File: src/rtl/scr_pkg.sv
package scr_pkg;

    // Decoded control for one clock of the read path.
    typedef struct packed {
        logic clr;   // return the position counter to zero
        logic adv;   // step the position counter
        logic sel;   // device selected with output enabled
    } scr_ctrl_t;

    // True when the pin sits at the level that means reset.
    function automatic logic pin_is_reset(input logic pin, input logic pol);
        return pol ? ~pin : pin;
    endfunction

endpackage

File: src/rtl/scr_pin_ctrl.sv
module scr_pin_ctrl
    import scr_pkg::*;
(
    input  logic      clk,
    input  logic      rst,
    input  logic      pol_we,
    input  logic      pol_val,
    input  logic      ser_en,
    input  logic      ce_n,
    input  logic      rstoe,
    output scr_ctrl_t ctrl,
    output logic      pol_q
);

    logic at_reset;

    always_ff @(posedge clk) begin
        if (rst)         pol_q <= 1'b0;
        else if (pol_we) pol_q <= pol_val;
    end

    always_comb begin
        at_reset  = pin_is_reset(rstoe, pol_q);
        ctrl.clr  = ser_en & at_reset;
        ctrl.sel  = ser_en & ~ce_n & ~at_reset;
        ctrl.adv  = ctrl.sel;
    end

    // the stored polarity only changes on a write strobe
    a_r5_pol_hold: assert property (@(posedge clk) disable iff (rst)
        !pol_we |=> pol_q == $past(pol_q));
    a_r5_pol_load: assert property (@(posedge clk) disable iff (rst)
        pol_we |=> pol_q == $past(pol_val));

endmodule

File: src/rtl/scr_addr_ctr.sv
module scr_addr_ctr #(
    parameter int unsigned DEPTH = 2048,
    localparam int unsigned CW = $clog2(DEPTH + 1)
) (
    input  logic          clk,
    input  logic          rst,
    input  logic          clr,
    input  logic          adv,
    output logic [CW-1:0] cnt,
    output logic          done
);

    localparam logic [CW-1:0] LAST = CW'(DEPTH);

    assign done = (cnt == LAST);

    always_ff @(posedge clk) begin
        if (rst)               cnt <= '0;
        else if (clr)          cnt <= '0;
        else if (adv && !done) cnt <= cnt + 1'b1;
    end

    // one step per selected edge
    a_r3_step: assert property (@(posedge clk) disable iff (rst)
        (adv && !clr && !done) |=> cnt == CW'($past(cnt) + 1'b1));
    // reset level clears the position
    a_r4_clear: assert property (@(posedge clk) disable iff (rst)
        clr |=> cnt == '0);
    // no step, no clear -> position held
    a_r6_hold: assert property (@(posedge clk) disable iff (rst)
        (!adv && !clr) |=> $stable(cnt));
    // saturation at the end of the array
    a_r7_saturate: assert property (@(posedge clk) disable iff (rst)
        (done && !clr) |=> done);
    a_r7_no_overflow: assert property (@(posedge clk) disable iff (rst)
        cnt <= LAST);

endmodule

File: src/rtl/scr_bit_array.sv
module scr_bit_array #(
    parameter int unsigned DEPTH = 2048,
    localparam int unsigned AW = $clog2(DEPTH)
) (
    input  logic          clk,
    input  logic          rst,
    input  logic          ld_we,
    input  logic [AW-1:0] ld_addr,
    input  logic          ld_bit,
    input  logic [AW-1:0] rd_addr,
    output logic          rd_bit
);

    logic [DEPTH-1:0] mem;

    always_ff @(posedge clk) begin
        if (ld_we) mem[ld_addr] <= ld_bit;
    end

    assign rd_bit = mem[rd_addr];

    // a write lands at its address
    a_r10_write: assert property (@(posedge clk) disable iff (rst)
        ld_we |=> mem[$past(ld_addr)] == $past(ld_bit));

endmodule

File: src/rtl/cfg_bitstream_reader.sv
module cfg_bitstream_reader
    import scr_pkg::*;
#(
    parameter int unsigned DEPTH = 2048,
    localparam int unsigned AW = $clog2(DEPTH),
    localparam int unsigned CW = $clog2(DEPTH + 1)
) (
    input  logic          clk,
    input  logic          rst,
    input  logic          ser_en,
    input  logic          ce_n,
    input  logic          rstoe,
    input  logic          pol_we,
    input  logic          pol_val,
    input  logic          ld_we,
    input  logic [AW-1:0] ld_addr,
    input  logic          ld_bit,
    output logic          dout,
    output logic          dout_oe,
    output logic          ce_out_n
);

    scr_ctrl_t     ctrl;
    logic          pol_q;
    logic [CW-1:0] cnt;
    logic          done;
    logic          rd_bit;
    logic          drive;

    scr_pin_ctrl u_pin (
        .clk     (clk),
        .rst     (rst),
        .pol_we  (pol_we),
        .pol_val (pol_val),
        .ser_en  (ser_en),
        .ce_n    (ce_n),
        .rstoe   (rstoe),
        .ctrl    (ctrl),
        .pol_q   (pol_q)
    );

    scr_addr_ctr #(.DEPTH(DEPTH)) u_ctr (
        .clk  (clk),
        .rst  (rst),
        .clr  (ctrl.clr),
        .adv  (ctrl.adv),
        .cnt  (cnt),
        .done (done)
    );

    scr_bit_array #(.DEPTH(DEPTH)) u_mem (
        .clk     (clk),
        .rst     (rst),
        .ld_we   (ld_we),
        .ld_addr (ld_addr),
        .ld_bit  (ld_bit),
        .rd_addr (cnt[AW-1:0]),
        .rd_bit  (rd_bit)
    );

    assign drive    = ctrl.sel & ~done;
    assign dout_oe  = drive;
    assign dout     = drive & rd_bit;
    assign ce_out_n = ~(ser_en & ~ce_n & done);

    // drive needs read mode and chip enable
    a_r2_drive_sel: assert property (@(posedge clk) disable iff (rst)
        dout_oe |-> (ser_en && !ce_n));
    // chip enable high keeps the pin released
    a_r6_standby: assert property (@(posedge clk) disable iff (rst)
        ce_n |-> !dout_oe);
    // pin released once the array is exhausted
    a_r7_off_after_last: assert property (@(posedge clk) disable iff (rst)
        done |-> !dout_oe);
    // cascade stays inactive before the end
    a_r8_ceo_idle: assert property (@(posedge clk) disable iff (rst)
        !done |-> ce_out_n);
    // programming mode releases everything
    a_r9_idle: assert property (@(posedge clk) disable iff (rst)
        !ser_en |-> (!dout_oe && ce_out_n));

endmodule

File: config.mk
export PLATFORM = sky130hd
export DESIGN_NAME = cfg_bitstream_reader
export DESIGN_NICKNAME = d
export VERILOG_FILES = /design/src/rtl/scr_pkg.sv /design/src/rtl/scr_pin_ctrl.sv /design/src/rtl/scr_addr_ctr.sv /design/src/rtl/scr_bit_array.sv /design/src/rtl/cfg_bitstream_reader.sv
export SDC_FILE = /design/constraint.sdc
export NUM_CORES = 2
export LEC_CHECK = 0
export ABC_AREA = 1
export CORE_MARGIN = 5
export CORE_UTILIZATION = 45
export CTS_BUF_LIST = sky130_fd_sc_hd__clkbuf_4
export DETAILED_ROUTE_END_ITERATION = 8
export PLACE_DENSITY_LB_ADDON = 0.3
export SYNTH_ARGS = -nofsm -noshare
export SYNTH_HDL_FRONTEND = slang
export SYNTH_SLANG_ARGS = --single-unit
File: constraint.sdc
create_clock -name clk -period 5.3 [get_ports clk]
set_input_delay 1.59 -clock clk [delete_from_list [all_inputs] [get_ports clk]]
set_output_delay 1.59 -clock clk [all_outputs]
set_load 0.01 [all_outputs]
Word-level counts from Yosys, hierarchy flattened
Index checks and enable logic that the tools add are counted.
{"block": "op_classes", "eq_ne": 1, "bitwise_logic": 11, "order_cmp": 3, "reduce_logical": 4, "add_sub_neg": 1, "muxes": 6}
{"cell": "2048-bit bitwise mux", "count": 1}
{"cell": "11-bit by 12-bit < comparator with 1-bit output (second input constant)", "count": 2}
{"cell": "12-bit by 1-bit adder with 12-bit output (second input constant)", "count": 1}
{"cell": "12-bit == test (second input constant)", "count": 1}
{"cell": "1-bit binary-select mux with 11-bit select", "count": 1}
{"cell": "1-bit demux with 11-bit select", "count": 1}
{"cell": "11-bit by 1-bit greater-or-equal comparator with 1-bit output (second input constant)", "count": 1}
{"cell": "1-bit AND", "count": 6}
{"cell": "1-bit inverter", "count": 5}
{"cell": "1-bit two-way mux", "count": 3}
{"cell": "1-bit logical AND", "count": 2}
{"cell": "2-bit OR reduction", "count": 1}
{"cell": "1-bit logical NOT", "count": 1}
{"block": "totals", "out_inout_bits": 3, "input_bits": 20, "register_bits": 2061, "word_cells": 29}

Depth between registers and ports, before layout
{"block": "depth", "ltp_word": 6, "mapped_depth": 22, "mapped_depth_nobuf": 19}

Hierarchy
A second synthesis with hierarchy kept.
{"block": "unflattened", "cells_unflattened": 9400, "area_unflattened_um2": 92613.8}
{"module": "scr_bit_array", "instances": 1, "area_each_um2": 91659.2, "seq_area_each_um2": 61499.0, "cells_each": 9243}
{"module": "scr_addr_ctr", "instances": 1, "area_each_um2": 820.8, "seq_area_each_um2": 240.2, "cells_each": 131}
{"module": "scr_pin_ctrl", "instances": 1, "area_each_um2": 100.1, "seq_area_each_um2": 20.0, "cells_each": 19}
{"module": "cfg_bitstream_reader", "instances": 1, "area_each_um2": 33.8, "seq_area_each_um2": 0.0, "cells_each": 7}

Worst setup path before layout
OpenSTA, ideal clock, no wires.
{"block": "synth_timing", "kind": "in2out", "from": "input port rstoe", "to": "output port dout", "arrival_ns": 2.365, "t_required_ns": 3.710, "n_path_buf": 0, "slack_ns": 1.345, "cell_stages": 6, "cell_sequence": "xnor2_1 > and3_1 > nand2_1 > inv_1 > nand2_1 > nor2_1"}
{"block": "synth_via", "elab_chain_cells": 6}
{"element": "start, declared", "line_no": "cfg_bitstream_reader.sv:12", "source": "input logic rstoe,"}
{"element": "1-bit inverter", "line_no": "scr_pkg.sv:12", "source": "return pol ? ~pin : pin;"}
{"element": "1-bit two-way mux (*)", "line_no": "scr_pkg.sv:12"}
{"element": "1-bit inverter (*)", "line_no": "scr_pin_ctrl.sv:25", "source": "ctrl.sel = ser_en & ~ce_n & ~at_reset;"}
{"element": "1-bit AND (*)", "line_no": "scr_pin_ctrl.sv:25"}
{"element": "1-bit AND (*)", "line_no": "cfg_bitstream_reader.sv:61", "source": "assign drive = ctrl.sel & ~done;"}
{"element": "net dout_oe", "line_no": "cfg_bitstream_reader.sv:19", "source": "output logic dout_oe,"}
{"element": "1-bit AND (*)", "line_no": "cfg_bitstream_reader.sv:63", "source": "assign dout = drive & rd_bit;"}
{"element": "end, declared", "line_no": "cfg_bitstream_reader.sv:18", "source": "output logic dout,"}
The timed path passes the listed nets; every way through them passes the cells marked *.

Worst setup path in the final report
{"block": "layout_timing", "from": "register u_ctr.cnt[0]", "to": "output port dout"}
{"block": "layout_via", "elab_chain_cells": 4, "elab_cells_between_ends": 6, "classes_between": "1 x eq/ne; 2 x mux; 3 x bitwise"}
{"element": "start, declared", "line_no": "scr_addr_ctr.sv:9", "source": "output logic [CW-1:0] cnt,"}
{"element": "start signal, assigned", "line_no": "scr_addr_ctr.sv:20", "source": "else if (adv && !done) cnt <= cnt + 1'b1;"}
{"element": "parallel branches: the longest is 3 deep, another holds 1-bit binary-select mux with 11-bit select"}
{"element": "1-bit AND (*)", "line_no": "cfg_bitstream_reader.sv:63"}
Mark *: on every way between the ends. The select of a mux whose other input is x is not followed.

==> flow_metrics.py <==
metrics = {
    "outcome": {
        "status": "finished, violations left",
        "failed_checks": "setup timing",
    },
    "yosys": {
        "ys.flop_type": "edfxtp_1",
        "ys_seq_elements": 2061,
        "ys_warn_count": 0,
        "yosysSeqAreaShare_pct": 66.4,
        "async_flop_share_pct": 0,
        "netlist_area_um2": 93000,
        "synth_cell_types": 29,
        "synth_edf_count": 2048,
        "synth_nets": 9728,
        "synth_area_per_cell_um2": 9.59,
        "synthCells": 9706,
    },
    "worst_setup_path": {
        "cpMostUsedCell": "nand2_1",
        "worst-path-max-fanout": 30,
        "crit_chain": "buf_4 > buf_6 > buf_6 > clkinv_8 > buf_12 > o21ai_0 > nand2_1 > nand2_1 > nand2_1 > nor2_1 > nor2_1 > nor2_1 > nand2_2 > nand2_1 > nand2_1 > inv_1 > nand2_1 > nand2_1 > nand3_2 > nor2_4 > nor2_2 > buf_6",
        "critPathLaunchType": "flop",
        "crit_type": "flop to output pin",
        "crit_arrival_ns": 4.31,
        "rr_startpoint": "u_ctr.cnt[0]$_SDFFE_PP0P_",
        "startpoint": "u_ctr.cnt[0]$_SDFFE_PP0P_",
        "cp-end-kind": "output pin",
        "max_stage_delay_ns": 0.47,
        "critPathRequiredTime_ns": 3.71,
        "cpMaxStageDelayCell": "dfxtp_4",
        "reg2reg_to": "u_ctr.cnt[11]$_SDFFE_PP0P_",
        "ff2ff_path_depth": 23,
        "reg2reg_slack_ns": 2.19,
    },
    "clock_network": {
        "clockBufferDepth": 4,
        "insertion_delay_ns": 1.37,
        "cts-htree-levels": 6,
        "cts_buffers": 565,
        "tritoncts": "yes",
        "postCtsHoldBufs": 0,
        "cts.clk_slew.worst_paths_ns": 0.06,
        "cts.sinks": 2061,
        "cts-root-buf": "clkbuf_4",
    },
    "timing": {
        "fin_crit_sh_pct": 111,
        "hold_ws_ns": 0.492,
        "setup-tns-final_ns": -0.598,
        "worstMarginPinSlew_ns": 1.24,
        "setup_viol": 1,
        "drv_slew": 0,
        "clock_skew_ns": 0.0156,
        "relSlewSlack_pct": 17.0,
        "fmax_mhz": 170,
        "min_period_ns": 5.90,
        "setup_ws_ns": -0.598,
        "grt_setup_unrepaired": "true",
        "finalHoldViolCount": 0,
    },
    "place": {
        "post-place-cells": 12000,
        "hpwlAfterDp_um": 155000,
        "io_buffer_count": 22,
        "gp_congestion": 0.839,
    },
    "routing": {
        "routed_wl_um": 309000,
        "vias_per_cell": 5.70,
        "vias": 74300,
        "drc": 0,
        "drt_iter0_markers": 10600,
        "ant_nets": 0,
        "firstDrtPassIters": 8,
        "wl_per_cell_um": 23.7,
    },
    "flow_run": {
        "drv_cap": 0,
    },
    "global_routing": {
        "grt_pass1_wl_um": 446000,
        "grt_pass1_vias": 69700,
        "grt_max_degree": 207,
        "grtUsageTotal_pct": 27.6,
        "grt_overflow": 0,
        "antenna_found_initial": 14,
    },
    "power_and_ir_drop": {
        "p_leak_nw": 37.4,
        "power_density_nw_per_um2": 319,
        "vdd_drop_max_v": 0.000242,
    },
    "floorplan": {
        "dieArea_um2": 216000,
        "core_um2": 206000,
        "die_height_um": 465,
        "initial_core_util_pct": 45.1,
        "io_pins": 23,
        "die_x_um": 465,
        "row_count": 167,
    },
    "final_layout": {
        "multi_input_area_um2": 27300,
        "fin_nets": 9975,
        "seq_area_um2": 61800,
        "drive_gt1_share_pct": 14.4,
        "syn_to_final_growth_pct": 14.7,
        "layout.cells.non_filler": 13000,
        "fillers": 18800,
    },
    "worst_hold_path": {
        "hold_end": "u_ctr.cnt[11]$_SDFFE_PP0P_",
        "min-delay-start": "u_ctr.cnt[11]$_SDFFE_PP0P_",
        "hp-class": "flop to flop",
        "whs_path_depth": 2,
    },
}
==> synth_stat cells, drive strengths merged (2+ instances only) <==
| cell type | number | area share [%] |
|---|---|---|
| o22ai | 123 | 0.83 |
| clkinv | 6 | 0.024 |
| edfxtp | 2048 | 66 |
| nand4 | 29 | 0.19 |
| ha | 2 | 0.027 |
| o21ai | 963 | 5.2 |
| nor3 | 21 | 0.11 |
| a21oi | 88 | 0.47 |
| nand3 | 203 | 1.1 |
| inv | 262 | 1.1 |
| nand2 | 1608 | 6.5 |
| dfxtp | 13 | 0.28 |
| nor2 | 3528 | 14 |
| nand3b | 5 | 0.040 |
| buf | 304 | 1.8 |
| clkbuf | 499 | 2.0 |
==> cells by family after synthesis <==
| logic type | synth area share, % |
|---|---|
| buffers and inverters | 4.90 |
| flip-flops | 66.4 |
| XOR/XNOR | 0.00942 |
| adder cells (fa/ha/maj) | 0.0269 |
| AO/OA/AOI/OAI | 6.50 |
| AND/OR/NAND/NOR | 22.2 |
==> cell usage in the layout (no fill, tap or decap), drive strengths merged <==
master / count
nor2: 3528
edfxtp: 2048
nand2: 1608
o21ai: 963
clkbuf: 861
buf: 437
inv: 279
nand3: 203
o22ai: 123
a21oi: 88
clkinv: 75
nand4: 29
nor3: 21
clkdlybuf4s50: 17
diode: 15
bufbuf: 13
dfxtp: 13
nand3b: 5
ha: 2
bufinv: 2
xnor2: 1
and3: 1
a211oi: 1
a31oi: 1
clkinvlp: 1
clkdlybuf4s15: 1
==> what timing repair did <==
item,in CTS,in global routing
hold endpoints to repair,0,0
pin swaps,45,19
gates cloned,32,9
gates resized for setup,188,47
buffers inserted,39,11
setup endpoints to repair,3,2
==> final cells by class <==
type	count	area share, %
sequential	2061	57.9
inverter	268	0.996
timing repair buffer	477	5.90
tap	2704	3.17
clock buffer	852	5.99
clock inverter	83	0.350
antenna	15	0.0352
timing repair inverter	6	0.0973
multi-input combinational	6574	25.6
==> through the flow <==
step                      power (W)  setup WS (ns)  util, %  area, µm²
after floorplan              0.0192           1.35        -      93000
after global placement       0.0200         -0.189     47.3      97700
after detailed placement     0.0200        -0.0748     47.3      97700
after CTS                    0.0341         -0.710     51.5     106000
after global routing         0.0353         -0.827     51.7     107000
final                        0.0340         -0.598     51.7     107000
==> worst max path at each step <==
stage               depth (start not counted)   end
floorplan                                   6  dout
global placement                           20  dout
detailed placement                         20  dout
CTS                                        22  dout
global route                               23  dout
finish                                     22  dout
==> layer usage <==
metal | share of wire (%) | vias up | global-route usage, %
met5 | 0 | - | 0
met1 | 37 | 36100 | 36.0
met4 | 4.6 | 0 | 12.7
met2 | 47 | 4509 | 44.5
li1 | - | 32900 | -
met3 | 12 | 780 | 5.75
==> report_power, final <==
part | internal [W] | total (W) | switching [W]
clock | 0.00736 | 0.0140 | 0.00668
combinational | 0.000653 | 0.00207 | 0.00141
sequential | 0.0179 | 0.0179 | 0.00000426
total | 0.0259 | 0.0340 | 0.00810
==> critical path: cells and delay by family, from the launching register on <==
kind / cells / cell delay [ns]
AND/OR/NAND/NOR: 14 / 1.25
buffers and inverters: 7 / 1.01
flip-flops: 1 / 0.47
AO/OA/AOI/OAI: 1 / 0.18
==> registers in the layout (all words and copies together), names as in the netlist <==
register     flops
u_ctr.cnt       12
u_mem.mem     2048
u_pin.pol_q      1
Power figures use the tool's default switching activity.
